### src/rtl/serial_audio_rx.sv
module serial_audio_rx #(
  parameter int DATA_W = 16,
  parameter int MODE_W = 16,
  localparam int CNT_W = $clog2(DATA_W) + 1
) (
  input  logic              clk,
  input  logic              rst_n,
  input  logic              bck,
  input  logic              lrck,
  input  logic              sdata,
  input  logic              mc_clk,
  input  logic              mc_data,
  input  logic              mc_latch,
  output logic [DATA_W-1:0] left_out,
  output logic [DATA_W-1:0] right_out,
  output logic              pair_valid,
  output logic              cfg_i2s,
  output logic              cfg_pol,
  output logic              mute,
  output logic              deemph,
  output logic              dbl_speed,
  output logic              zero_det
);
  localparam logic [2:0] ADDR_FMT  = 3'b101;
  localparam logic [2:0] ADDR_FLAG = 3'b100;
  localparam int FMT_BIT = 7;
  localparam int POL_BIT = 6;
  localparam logic [CNT_W-1:0] LAST_BIT = CNT_W'(DATA_W - 1);

  logic bck_q, mcc_q, mcl_q, lr_q;
  logic started, got_left, pend_i2s, pend_pol;
  logic [DATA_W-1:0] sr;
  logic [MODE_W-1:0] mword;
  logic [CNT_W-1:0]  cnt;

  wire bck_rise  = bck & ~bck_q;
  wire mcc_rise  = mc_clk & ~mcc_q;
  wire mcl_rise  = mc_latch & ~mcl_q;
  wire trans     = bck_rise && (lrck != lr_q);
  wire half_left = cfg_i2s ? (lr_q == cfg_pol) : (lr_q != cfg_pol);
  wire new_left  = cfg_i2s ? (lrck == cfg_pol) : (lrck != cfg_pol);
  wire [DATA_W-1:0] shifted = {sr[DATA_W-2:0], sdata};

  wire rj_cap  = trans && started && !cfg_i2s;
  wire i2s_cap = bck_rise && !trans && started && cfg_i2s && (cnt == LAST_BIT);
  wire cap     = rj_cap | i2s_cap;
  wire [DATA_W-1:0] cap_word = cfg_i2s ? shifted : sr;

  wire [2:0] addr = mword[MODE_W-1 -: 3];
  wire unused_mode = ^{mword[MODE_W-4:8], mword[5:4]};

  always_ff @(posedge clk or negedge rst_n) begin
    if (!rst_n) begin
      bck_q <= 1'b0;
      mcc_q <= 1'b0;
      mcl_q <= 1'b0;
    end else begin
      bck_q <= bck;
      mcc_q <= mc_clk;
      mcl_q <= mc_latch;
    end
  end

  always_ff @(posedge clk or negedge rst_n) begin
    if (!rst_n) begin
      sr       <= '0;
      lr_q     <= 1'b0;
      cnt      <= '0;
      started  <= 1'b0;
      cfg_i2s  <= 1'b0;
      cfg_pol  <= 1'b0;
    end else if (bck_rise) begin
      sr   <= shifted;
      lr_q <= lrck;
      if (trans) begin
        started <= 1'b1;
        cnt     <= '0;
        if (new_left || !started) begin
          cfg_i2s <= pend_i2s;
          cfg_pol <= pend_pol;
        end
      end else if (cnt != '1) begin
        cnt <= cnt + 1'b1;
      end
    end
  end

  always_ff @(posedge clk or negedge rst_n) begin
    if (!rst_n) begin
      left_out   <= '0;
      right_out  <= '0;
      got_left   <= 1'b0;
      pair_valid <= 1'b0;
    end else begin
      pair_valid <= cap && !half_left && got_left;
      if (cap) begin
        if (half_left) begin
          left_out <= cap_word;
          got_left <= 1'b1;
        end else begin
          right_out <= cap_word;
          got_left  <= 1'b0;
        end
      end
    end
  end

  always_ff @(posedge clk or negedge rst_n) begin
    if (!rst_n) begin
      mword     <= '0;
      pend_i2s  <= 1'b0;
      pend_pol  <= 1'b0;
      mute      <= 1'b0;
      deemph    <= 1'b0;
      dbl_speed <= 1'b0;
      zero_det  <= 1'b1;
    end else begin
      if (mcc_rise) mword <= {mword[MODE_W-2:0], mc_data};
      if (mcl_rise) begin
        case (addr)
          ADDR_FMT: begin
            pend_i2s <= mword[FMT_BIT];
            pend_pol <= mword[POL_BIT];
          end
          ADDR_FLAG: begin
            mute      <= mword[0];
            deemph    <= mword[1];
            dbl_speed <= mword[2];
            zero_det  <= mword[3];
          end
          default: ;
        endcase
      end
    end
  end
endmodule

### config.mk
export PLATFORM = sky130hd
export DESIGN_NAME = serial_audio_rx
export DESIGN_NICKNAME = d
export VERILOG_FILES = /design/src/rtl/serial_audio_rx.sv
export SDC_FILE = /design/constraint.sdc
export NUM_CORES = 1
export LEC_CHECK = 0
export ABC_AREA = 1
export BUFFER_PORTS_ARGS = -buffer_cell sky130_fd_sc_hd__buf_2
export CAP_MARGIN = 20
export CELL_PAD_IN_SITES_DETAIL_PLACEMENT = 0
export CELL_PAD_IN_SITES_GLOBAL_PLACEMENT = 1
export CORE_ASPECT_RATIO = 1.25
export CORE_MARGIN = 5
export CORE_UTILIZATION = 47
export CTS_CLUSTER_SIZE = 20
export DETAILED_ROUTE_END_ITERATION = 7
export GPL_TIMING_DRIVEN = 0
export PLACE_DENSITY = 0.9
export SYNTH_ARGS = -nofsm -noshare
export SYNTH_HDL_FRONTEND = slang
export SYNTH_SLANG_ARGS = --single-unit
### constraint.sdc
create_clock -name clk -period 5.3 [get_ports clk]
set_input_delay 0 -clock clk [delete_from_list [all_inputs] [get_ports clk]]
set_output_delay 0 -clock clk [all_outputs]
set_load 0.1 [all_outputs]
; After elaboration in Yosys (flattened, before gate mapping)
; Cells that the tools add are included.
[op_classes]
addsub = 1
n_eq_ne = 9
muxes = 6
bitwise = 8
n_reduce_logical = 22
[op_table]
columns = cell, count
row1 = $mux W16, 1
row2 = $reduce_and A2 Y1, 6
row3 = $mux W5, 2
row4 = $logic_and A1 B1 Y1, 9
row5 = $eq A3 B3 Y1 const B, 2
row6 = $add A5 B1 Y5 const B, 1
row7 = $eq A5 B4 Y1 const B, 1
row8 = $ne A5 B5 Y1 const B, 1
row9 = $logic_not A1 Y1, 4
row10 = $not A1 Y1, 4
row11 = $and A1 B1 Y1, 3
row12 = $mux W1, 3
row13 = $ne A1 B1 Y1, 3
row14 = $reduce_and A3 Y1, 1
row15 = $eq A1 B1 Y1, 2
row16 = $reduce_bool A2 Y1, 1
row17 = $logic_or A1 B1 Y1, 1
row18 = $or A1 B1 Y1, 1
[word_totals]
reg_bits = 84
in_bits = 8
word_cells = 66

; Logic depth before layout (Yosys ltp)
[depth]
depth_word = 11
ltp_mapped = 11

; Least setup slack after synthesis
; OpenSTA, ideal clock, no wires.
[synth_path]
kind = register to register
start = register cfg_i2s
end = register right_out[10]
setup_ns = 0.122
t_arrival_ns = 1.854
required_time_ns = 5.178
setup_slack_ns = 3.324
path_stages_with_launch = 10
path_buffers = 2
path_cell_list = dfrtp_1 buf_2 nand2_1 inv_1 nand2_1 nand2_4 nand3_4 buf_6 nand2_1 nand2_1
[synth_between]
elab_chain_len = 4
word_cells_on_any_way = 9
[synth_lines]
columns = element, line_no
row1 = "start, declared", 17  ; output logic cfg_i2s,
row2 = "start signal, assigned", 79  ; cfg_i2s <= pend_i2s;
row3 = $logic_not A1 Y1 / $logic_and A1 B1 Y1 (equally long branches), "44, 45"
row4 = "$logic_and A1 B1 Y1, on equally long branches", "44, 45"
row5 = $or A1 B1 Y1, 46  ; wire cap = rj_cap | i2s_cap;
row6 = $reduce_and A2 Y1 (no line), -
row7 = "end signal, assigned", 101  ; right_out <= cap_word;
row8 = "end, declared", 15  ; output logic [DATA_W-1:0] right_out,
; Several ways; a longest one is shown, not always the timed one.
; A chain may end at the register's enable or synchronous reset.

; Worst setup path after layout
[layout_path]
start = register cnt[0]
end = register cnt[4]
[layout_between]
elab_chain_len = 3
word_cells_on_any_way = 6
[layout_lines]
columns = element, line_no
row1 = "start, declared", 34  ; logic [CNT_W-1:0] cnt;
row2 = "start signal, assigned", 83  ; cnt <= cnt + 1'b1;
row3 = $add A5 B1 Y5 / $ne A5 B5 Y1 (equally long branches), "83, 82"
row4 = $mux W5 / $reduce_bool A2 Y1 (equally long branches), -
row5 = $mux W5 / $reduce_and A2 Y1 (equally long branches), -
; Several ways; a longest one is shown, not always the timed one. The select of a mux whose other input is x is not followed.

==> run_results.csv <==
group,metric,value,unit
status,status,"completed",
cells_and_area,insertedDiodeCount,0,
timing,final_max_slew_viol_count,0,
grt,track_usage,16.8,%
timing,rsz0062_at_grt,"no",
setup_path,setup.worst_path.start_class,"register",
die,ios,47,
clocking,path_clk_slew,0.09,ns
timing,min_period_over_period,33.7,%
yosys,synthesis.area,3660,um^2
grt,grt_overflow,0,
setup_path,critical_path_arrival,2.06,ns
yosys,synth_nets,419,
clocking,htreeDepth,3,
timing,final-hold-violation-count,0,
routing,vias_per_cell,4.99,
timing,setup-violations-final,0,
grt,met1_usage,21.5,%
power_and_ir_drop,vdd_drop_max,0.000464,V
timing,layout_min_cycle_time,1.79,ns
flow_run,cap_viol_max_count,0,
timing,slew_headroom,67.3,%
yosys,yosys_warnings,0,
place,dpl.cell_count,550,
timing,setup_tns,0,ns
yosys,ys_seq_elements,84,
die,die_area,9650,um^2
die,core,7700,um^2
grt,use_met2,28.8,%
timing,worstMarginPinSlew,0.494,ns
grt,busiest_layer,"met2",
clocking,cts_root_buffer,"clkbuf_8",
setup_path,cp-end-kind,"register",
power_and_ir_drop,p_leak,0.00229,uW
timing,skew,0.0107,ns
setup_path,critical_path_required,5.57,ns
yosys,ys_types,23,
power_and_ir_drop,power_density,650,nW/um^2
routing,finalWirelength,7.44,mm
setup_path,path_max_fanout,6,
place,place.gp.congestion,0.778,
cells_and_area,nets,484,
cells_and_area,final_cell_mix,"140 x nand2_1, 83 x dfrtp_1, 51 x buf_2",
die,initial_utilization,47.5,%
routing,firstDrtPassIters,4,
clocking,cts_tree,"built",
place,io_buffers,46,
place,hpwl,5.52,mm
die,rows,36,
timing,worst_hold_slack,0.0304,ns
setup_path,critPathKind,"register to register",
cells_and_area,area_delta_synth_final,18.9,%
grt,grt_max_degree,75,
yosys,syn_avg_cell_area,8.96,um^2
timing,max_freq,560,MHz
routing,drc,0,
yosys,netlist_instances,408,
clocking,cts_inserted_buffers,9,
die,die_h,109,um
cells_and_area,final_cells,573,
clocking,numClockSinks,84,
yosys,ys_seq_area_share,57.5,%
routing,drtIter0Drc,158,
grt,grt.met3_usage,2.59,%
grt,antenna_found_initial,0,
clocking,clk_latency,0.34,ns
clocking,cts_setup_buffers,0,
routing,ant_nets,0,
routing,post_drt_wl_per_cell,13.0,um
grt,grt_pass1_wl,12.8,mm
cells_and_area,fill_cells,711,
cells_and_area,drive_above_1_share,19.9,%
worst_hold_path,hold_class,"input port to async pin",
die,die_w,88.9,um
routing,vias,2857,
clocking,cts_buffer_depth,2,
cells_and_area,final_common_cell,"nand2_1",
grt,grt_pass1_vias,2762,
## logic make-up after synthesis
| family | count (synthesis) | share of synthesized area (%) |
|---|---|---|
| fa+ha+maj | 3 | 1.03 |
| mux | 5 | 1.54 |
| simple gates | 205 | 25.5 |
| buf+inv | 56 | 6.88 |
| flops | 84 | 57.5 |
| compound gates | 55 | 7.53 |
## where the power goes
group	internal [uW]	switching [uW]	leakage (uW)
clock network	314	224	0.000120
registers	821	98.6	0.00109
logic	232	1130	0.00108
## area by class of cell
class                           count  area [um^2]  area share, %
Buffer                             19          113           2.59
Clock buffer                       10          128           2.94
Clock inverter                      6          113           2.59
Inverter                           37          139           3.20
Multi-Input combinational cell    268         1300           29.9
Sequential cell                    84         2100           48.4
Tap cell                           95          119           2.74
Timing Repair Buffer               54          330           7.60
## registers in the layout, summed over array words and instances, names as in the netlist, 5 cells and up
| name | cells |
|---|---|
| mword | 16 |
| left_out | 16 |
| right_out | 16 |
| sr | 16 |
| cnt | 5 |
## final timing paths
kind | endpoint | depth (start not counted) | from | slack (ns)
max | cnt[4]$_DFFE_PN0P_ | 7 | cnt[0]$_DFFE_PN0P_ | 3.51
min | left_out[2]$_DFFE_PN0P_ | 2 | rst_n | 0.03
max reg2reg | cnt[4]$_DFFE_PN0P_ | 7 | cnt[0]$_DFFE_PN0P_ | 3.51
min reg2reg | right_out[4]$_DFFE_PN0P_ | 2 | right_out[4]$_DFFE_PN0P_ | 0.47
max in group asynchronous | zero_det$_DFFE_PN1P_ | 3 | rst_n | 4.63
min in group clk | mcc_q$_DFF_PN0_ | 2 | mc_clk | 0.32
## Yosys cell counts
cell type    n  area share (%)
nor2_1      10             1.0
inv_2        4            0.41
buf_4        5             1.0
nand3_4      2            0.96
buf_6        2            0.62
ha_1         3             1.0
buf_2        6            0.82
nand2_4      2            0.62
inv_1       33             3.4
a21oi_1      8             1.1
nand2_2      2            0.34
dfstp_2      1            0.72
or2_2        2            0.34
nor2_4       1            0.31
mux2_2       5             1.5
nor2_2       1            0.17
nand2_1    140              14
clkbuf_1     6            0.62
nand4_1     34             5.8
dfrtp_1     83              57
and3_1       1            0.17
nand3_1     10             1.4
o21ai_0     47             6.4
## worst max-delay path: stages, from the launching register on
cell and delay, ns:
dfrtp_1 0.41, ha_1 0.21, and3_1 0.21, ha_1 0.18, nor2_1 0.18, inv_1 0.12, or2_2 0.28, a21oi_1 0.12
## timing repair
action / 4_1_cts / 5_1_grt
endpoints found under the hold margin: 89 / 0
hold buffers: 7 / 0
gates resized for setup: 0 / 0
## routing by layer
| metal | share of wire, % | vias to the layer above |
|---|---|---|
| met3 | 4.5 | 10 |
| li1 | - | 1456 |
| met4 | 1.4 | 0 |
| met5 | 0 | - |
| met1 | 43 | 1335 |
| met2 | 51 | 56 |
## through the flow
stage | setup WS [ns] | area, um^2 | total power, uW | utilization (%)
floorplan | 3.32 | 3660 | 2050 | -
global placement | 3.54 | 4010 | 2280 | 52.0
global route | 3.38 | 4350 | 2980 | 56.4
finish | 3.51 | 4350 | 2820 | 56.4
CTS | 3.50 | 4350 | 2850 | 56.4
detailed placement | 3.52 | 4040 | 2300 | 52.4
No activity file was read; power rests on OpenSTA's default activity.
